--- src/rtl/fbctl_pkg.sv ---
package fbctl_pkg;
    localparam int DATA_W        = 8;
    localparam int CTRL_OFF      = 'h10;
    localparam int STAT_OFF      = 'h11;
    localparam int BANK_BASE     = 'h12;
    localparam int BANK_COUNT    = 14;
    localparam int BANK_IDX_W    = $clog2(BANK_COUNT);
    localparam int CTRL_IE_BIT   = 7;
    localparam int STAT_PEND_BIT = 7;
    localparam logic [DATA_W-1:0] STAT_FIXED = 8'h61;

    typedef enum logic {
        IRQ_IDLE    = 1'b0,
        IRQ_PENDING = 1'b1
    } irq_state_e;
endpackage

--- src/rtl/fbctl_decode.sv ---
module fbctl_decode
    import fbctl_pkg::*;
#(
    parameter int ADDR_W = 5
) (
    input  logic [ADDR_W-1:0]     addr,
    output logic                  sel_ctrl,
    output logic                  sel_stat,
    output logic                  sel_bank,
    output logic [BANK_IDX_W-1:0] bank_idx
);
    logic [31:0] addr_ext;
    logic [31:0] bank_off;

    always_comb begin
        addr_ext = 32'(addr);
        bank_off = addr_ext - 32'(BANK_BASE);
        sel_ctrl = (addr_ext == 32'(CTRL_OFF));
        sel_stat = (addr_ext == 32'(STAT_OFF));
        sel_bank = (addr_ext >= 32'(BANK_BASE)) &&
                   (addr_ext <  32'(BANK_BASE + BANK_COUNT));
        bank_idx = BANK_IDX_W'(bank_off);
    end
endmodule

--- src/rtl/fbctl_timing_bank.sv ---
module fbctl_timing_bank
    import fbctl_pkg::*;
(
    input  logic                  clk,
    input  logic                  rst_n,
    input  logic                  wr_en,
    input  logic                  sel,
    input  logic [BANK_IDX_W-1:0] idx,
    input  logic [DATA_W-1:0]     wdata,
    output logic [DATA_W-1:0]     rdata
);
    logic [DATA_W-1:0] cells [BANK_COUNT];

    for (genvar g = 0; g < BANK_COUNT; g++) begin : g_cell
        always_ff @(posedge clk or negedge rst_n) begin
            if (!rst_n) begin
                cells[g] <= '0;
            end else if (wr_en && sel && (idx == BANK_IDX_W'(g))) begin
                cells[g] <= wdata;
            end
        end
    end

    always_comb begin
        rdata = '0;
        for (int i = 0; i < BANK_COUNT; i++) begin
            if (sel && (idx == BANK_IDX_W'(i))) begin
                rdata = cells[i];
            end
        end
    end
endmodule

--- src/rtl/fbctl_irq_fsm.sv ---
module fbctl_irq_fsm
    import fbctl_pkg::*;
(
    input  logic clk,
    input  logic rst_n,
    input  logic frame_end,
    input  logic int_en,
    input  logic stat_wr,
    output logic pending
);
    irq_state_e state_q;
    irq_state_e state_d;

    always_ff @(posedge clk or negedge rst_n) begin
        if (!rst_n) begin
            state_q <= IRQ_IDLE;
        end else begin
            state_q <= state_d;
        end
    end

    always_comb begin
        state_d = state_q;
        unique case (state_q)
            IRQ_IDLE: begin
                if (frame_end && int_en) begin
                    state_d = IRQ_PENDING;
                end
            end
            IRQ_PENDING: begin
                if (stat_wr) begin
                    state_d = IRQ_IDLE;
                end
            end
            default: state_d = IRQ_IDLE;
        endcase
    end

    always_comb begin
        pending = (state_q == IRQ_PENDING);
    end
endmodule

--- src/rtl/fbctl_regfile.sv ---
module fbctl_regfile
    import fbctl_pkg::*;
#(
    parameter int ADDR_W = 5
) (
    input  logic              clk,
    input  logic              rst_n,
    input  logic [ADDR_W-1:0] bus_addr,
    input  logic              bus_wr,
    input  logic [7:0]        bus_wdata,
    output logic [7:0]        bus_rdata,
    input  logic              frame_end,
    output logic              irq_out
);
    logic                  sel_ctrl;
    logic                  sel_stat;
    logic                  sel_bank;
    logic [BANK_IDX_W-1:0] bank_idx;
    logic [DATA_W-1:0]     ctrl_q;
    logic [DATA_W-1:0]     bank_rdata;
    logic                  int_en;
    logic                  pending;

    fbctl_decode #(.ADDR_W(ADDR_W)) u_decode (
        .addr     (bus_addr),
        .sel_ctrl (sel_ctrl),
        .sel_stat (sel_stat),
        .sel_bank (sel_bank),
        .bank_idx (bank_idx)
    );

    always_ff @(posedge clk or negedge rst_n) begin
        if (!rst_n) begin
            ctrl_q <= '0;
        end else if (bus_wr && sel_ctrl) begin
            ctrl_q <= bus_wdata;
        end
    end

    assign int_en = ctrl_q[CTRL_IE_BIT];

    fbctl_timing_bank u_bank (
        .clk   (clk),
        .rst_n (rst_n),
        .wr_en (bus_wr),
        .sel   (sel_bank),
        .idx   (bank_idx),
        .wdata (bus_wdata),
        .rdata (bank_rdata)
    );

    fbctl_irq_fsm u_irq (
        .clk       (clk),
        .rst_n     (rst_n),
        .frame_end (frame_end),
        .int_en    (int_en),
        .stat_wr   (bus_wr && sel_stat),
        .pending   (pending)
    );

    always_comb begin
        bus_rdata = '0;
        if (sel_ctrl) begin
            bus_rdata = ctrl_q;
        end else if (sel_stat) begin
            bus_rdata = STAT_FIXED;
            bus_rdata[STAT_PEND_BIT] = pending;
        end else if (sel_bank) begin
            bus_rdata = bank_rdata;
        end
    end

    assign irq_out = pending;
endmodule

--- config.mk ---
export PLATFORM = sky130hd
export DESIGN_NAME = fbctl_regfile
export DESIGN_NICKNAME = d
export VERILOG_FILES = /design/src/rtl/fbctl_pkg.sv /design/src/rtl/fbctl_decode.sv /design/src/rtl/fbctl_timing_bank.sv /design/src/rtl/fbctl_irq_fsm.sv /design/src/rtl/fbctl_regfile.sv
export SDC_FILE = /design/constraint.sdc
export NUM_CORES = 1
export LEC_CHECK = 0
export ABC_AREA = 1
export BUFFER_PORTS_ARGS = -buffer_cell sky130_fd_sc_hd__clkbuf_2
export CAP_MARGIN = 40
export CELL_PAD_IN_SITES_DETAIL_PLACEMENT = 1
export CELL_PAD_IN_SITES_GLOBAL_PLACEMENT = 1
export CORE_MARGIN = 2
export CORE_UTILIZATION = 49
export DETAILED_ROUTE_END_ITERATION = 7
export PLACE_DENSITY = 0.81
export SYNTH_ARGS = -nofsm -noshare
export SYNTH_HDL_FRONTEND = slang
export SYNTH_SLANG_ARGS = --single-unit
--- constraint.sdc ---
create_clock -name clk -period 3.3 [get_ports clk]
set_input_delay 0.495 -clock clk [delete_from_list [all_inputs] [get_ports clk]]
set_output_delay 0.495 -clock clk [all_outputs]
set_load 0.02 [all_outputs]
==> flow_summary.yaml <==
timing:
  worst_slew_pin_slew_ns: 0.992
  hold_ws_ns: 0.146
  fin_skew_ns: 0.00141
  fmaxAchievable_ghz: 0.310
  drv_slew: 0
  setup_viol: 0
  timing.final.crit_period_ns: 3.22
  tns_ns: 0
  rsz0062_at_grt: "yes"
  maxSlewHeadroom: 0.335
  period_share: 0.976
  finalHoldViolCount: 0
cells_and_area:
  layout.area.seq_mm2: 0.00303
  stdcell_count: 907
  fillCellCount: 1386
  area_growth_pct: 17.9
  drive_above_1_share: 0.149
  nNetsFinal: 770
  multi_input_area_mm2: 0.00227
  final_util: 0.586
  diodes: 0
  fin_area_mm2: 0.00663
cts:
  root_buffer: "clkbuf_16"
  insertion_delay_ns: 0.42
  path_clk_slew_ns: 0.05
  h-tree-depth: 4
  numCtsBuffers: 17
  clockBufferDepth: 2
  cts_tree: "built"
  hold_buffers: 0
  clock-sinks: 121
floorplanning:
  rows: 39
  fp.coreArea_mm2: 0.0113
  die_height_um: 111
  start_util: 0.497
  ioPinCount: 26
  die_area_mm2: 0.0124
  die_x_um: 111
logic_synthesis:
  synth.distinct_cells: 24
  synth_area_per_cell_um2: 7.82
  synth_top_family_by_area: "simple AND/OR/NAND/NOR gates"
  yosys_most_used_dff: "dfrtp_1"
  async_reset_ff_frac: 1.00
  synth_top_area_share: 0.538
  synth.area.top_cells: "dfrtp_1 (54%), nand2_1 (11%), nor2_1 (7.5%), a21oi_1 (6.6%), o21ai_0 (6.5%)"
  synth-edff-count: 0
  seq_area_frac_synth: 0.538
  synth.yosys.warnings: 0
  synth_xor_area_frac: 0
  syn_area_mm2: 0.00563
  synth_area_leader_cell: "dfrtp_1"
  ys_seq_elements: 121
  synth_simple_gate_area_frac: 0.244
  syn-num-nets: 737
  synth_compound_area_frac: 0.139
  synth_adder_area_share: 0.00222
  syn-instance-count: 719
  synthMuxAreaShare: 0
route:
  routedWlPerCell_um: 21.0
  drtPass1Iterations: 7
  wirelength_mm: 19.1
  drcViolationCount: 0
  ant_nets: 0
  vias_per_cell: 5.70
  drt_iter0_markers: 414
  route.vias.total: 5169
worst_setup_path:
  path_class: "input pin to output pin"
  worstPathArrival_ns: 2.73
  cp_max_fo: 4
  ff2ff_setup_slack_ns: 2.55
  cp-start-kind: "input pin"
  worst_setup_path_end_kind: "output pin"
  worstPathRequired_ns: 2.80
placed_design:
  dp_hpwl_mm: 13.0
  gp_congestion: 0.899
  dp_cells: 876
  io_buffers: 25
  placed_area_mm2: 0.00592
global_route:
  grt_pass1_vias: 5544
  grt_max_degree: 63
  antenna_found_initial: 0
  grt_overflow: 0
  grt_first_pass_wirelength_mm: 30.1
  grt_use_total: 0.323
power_and_ir_drop:
  cellPowerDensity_mw_per_mm2: 734
  ir_worst_vdd_mv: 0.552
  p_seq_frac: 0.441
  p_comb_frac: 0.167
  p_sw_mw: 1.45
  clkPwrFrac: 0.392
  power.share.switching: 0.298
  intPower_mw: 3.41
  leakagePower_nw: 3.16
status:
  status: "completed"
worst_hold_path:
  hold_class: "input pin to async pin"
job:
  max_cap_violations: 0
flip-flops by register name (all words and copies together) (netlist names):
register,flops
u_bank.cells,112
ctrl_q,8
u_irq.pending,1
logic make-up after synthesis:
group / count (synthesis)
buffers and inverters: 107
AO/OA/AOI/OAI: 155
AND/OR/NAND/NOR: 335
flip-flops: 121
adder cells (fa/ha/maj): 1
layout make-up:
| class | instances | share of cell area |
|---|---|---|
| Clock buffer | 19 | 0.0683 |
| Clock inverter | 12 | 0.0226 |
| Inverter | 86 | 0.0493 |
| Multi-Input combinational cell | 491 | 0.343 |
| Sequential cell | 121 | 0.457 |
| Tap cell | 143 | 0.0270 |
| Timing Repair Buffer | 35 | 0.0332 |
layer usage:
layer,global-route usage,wire length (um)
met1,0.437,8480
met2,0.502,8980
met3,0.0831,1070
met4,0.127,554
met5,0,0
stage by stage:
stage | worst slack (ns) | power [mW]
after floorplan | 0.660 | 2.60
after global placement | -0.0972 | 2.85
after detailed placement | -0.211 | 2.92
after CTS | 0.00754 | 4.84
after global routing | -0.0560 | 5.08
final | 0.0777 | 4.86
power groups by stage:
stage	logic, mW	clock network, mW	registers [mW]
finish	0.812	1.91	2.15
global route	0.926	1.97	2.19
global placement	0.717	0	2.13
CTS	0.796	1.91	2.14
detailed placement	0.768	0	2.16
floorplan	0.512	0	2.09
what timing repair did:
action / CTS / global route
setup endpoints to repair: 5 / 8
setup buffers: 1 / 0
gates cloned: 0 / 0
pin swaps: 8 / 10
resized for setup: 19 / 21
final timing paths:
path	end	from	cells past startpoint
max	bus_rdata[4]	bus_addr[2]	20
min	u_bank.cells[93]	rst_n	1
max reg2reg	u_irq.pending	u_irq.pending	2
min reg2reg	u_bank.cells[36]	u_bank.cells[36]	2
max in group asynchronous	u_bank.cells[4]	rst_n	2
min in group clk	u_irq.pending	frame_end	3
synth_stat cells, types with 3 or more instances:
cell type / instances
buf_2: 14
clkinv_1: 7
nor3_1: 3
inv_1: 74
nand2_2: 4
a21oi_1: 74
nand3_1: 19
nor2_1: 112
o21ai_0: 73
clkbuf_1: 5
nor2_2: 9
nand2_1: 171
nand4_1: 15
o21ai_1: 5
inv_2: 5
dfrtp_1: 121
worst max-delay path, cell delays in order:
cell	delay [ns]
clkbuf_2	0.09
clkinv_2	0.08
ha_4	0.18
inv_1	0.07
nand2_2	0.08
nand3_4	0.12
inv_2	0.06
nand2_1	0.07
nor2_2	0.06
nand2_1	0.07
o21ai_1	0.09
nor2_2	0.20
nand3_2	0.13
nor3_4	0.22
nand4_1	0.13
nor2_2	0.21
nand3_1	0.11
nand2_1	0.08
nand2_1	0.05
buf_2	0.15
cell usage in the layout, fill, tap and decap left out, drive strengths merged:
cell / synthesis / final
bufinv: 0 / 3
nand3: 20 / 20
dfrtp: 121 / 121
buf: 16 / 13
o21ai: 79 / 79
nand2: 175 / 175
ha: 1 / 1
a21oi: 74 / 74
a31oi: 1 / 1
nand4: 15 / 15
clkinvlp: 0 / 3
nor3: 4 / 4
clkinv: 7 / 13
a211oi: 1 / 1
inv: 79 / 79
clkbuf: 5 / 41
nor2: 121 / 121
Note: power is estimated with default switching activity, not from simulation.
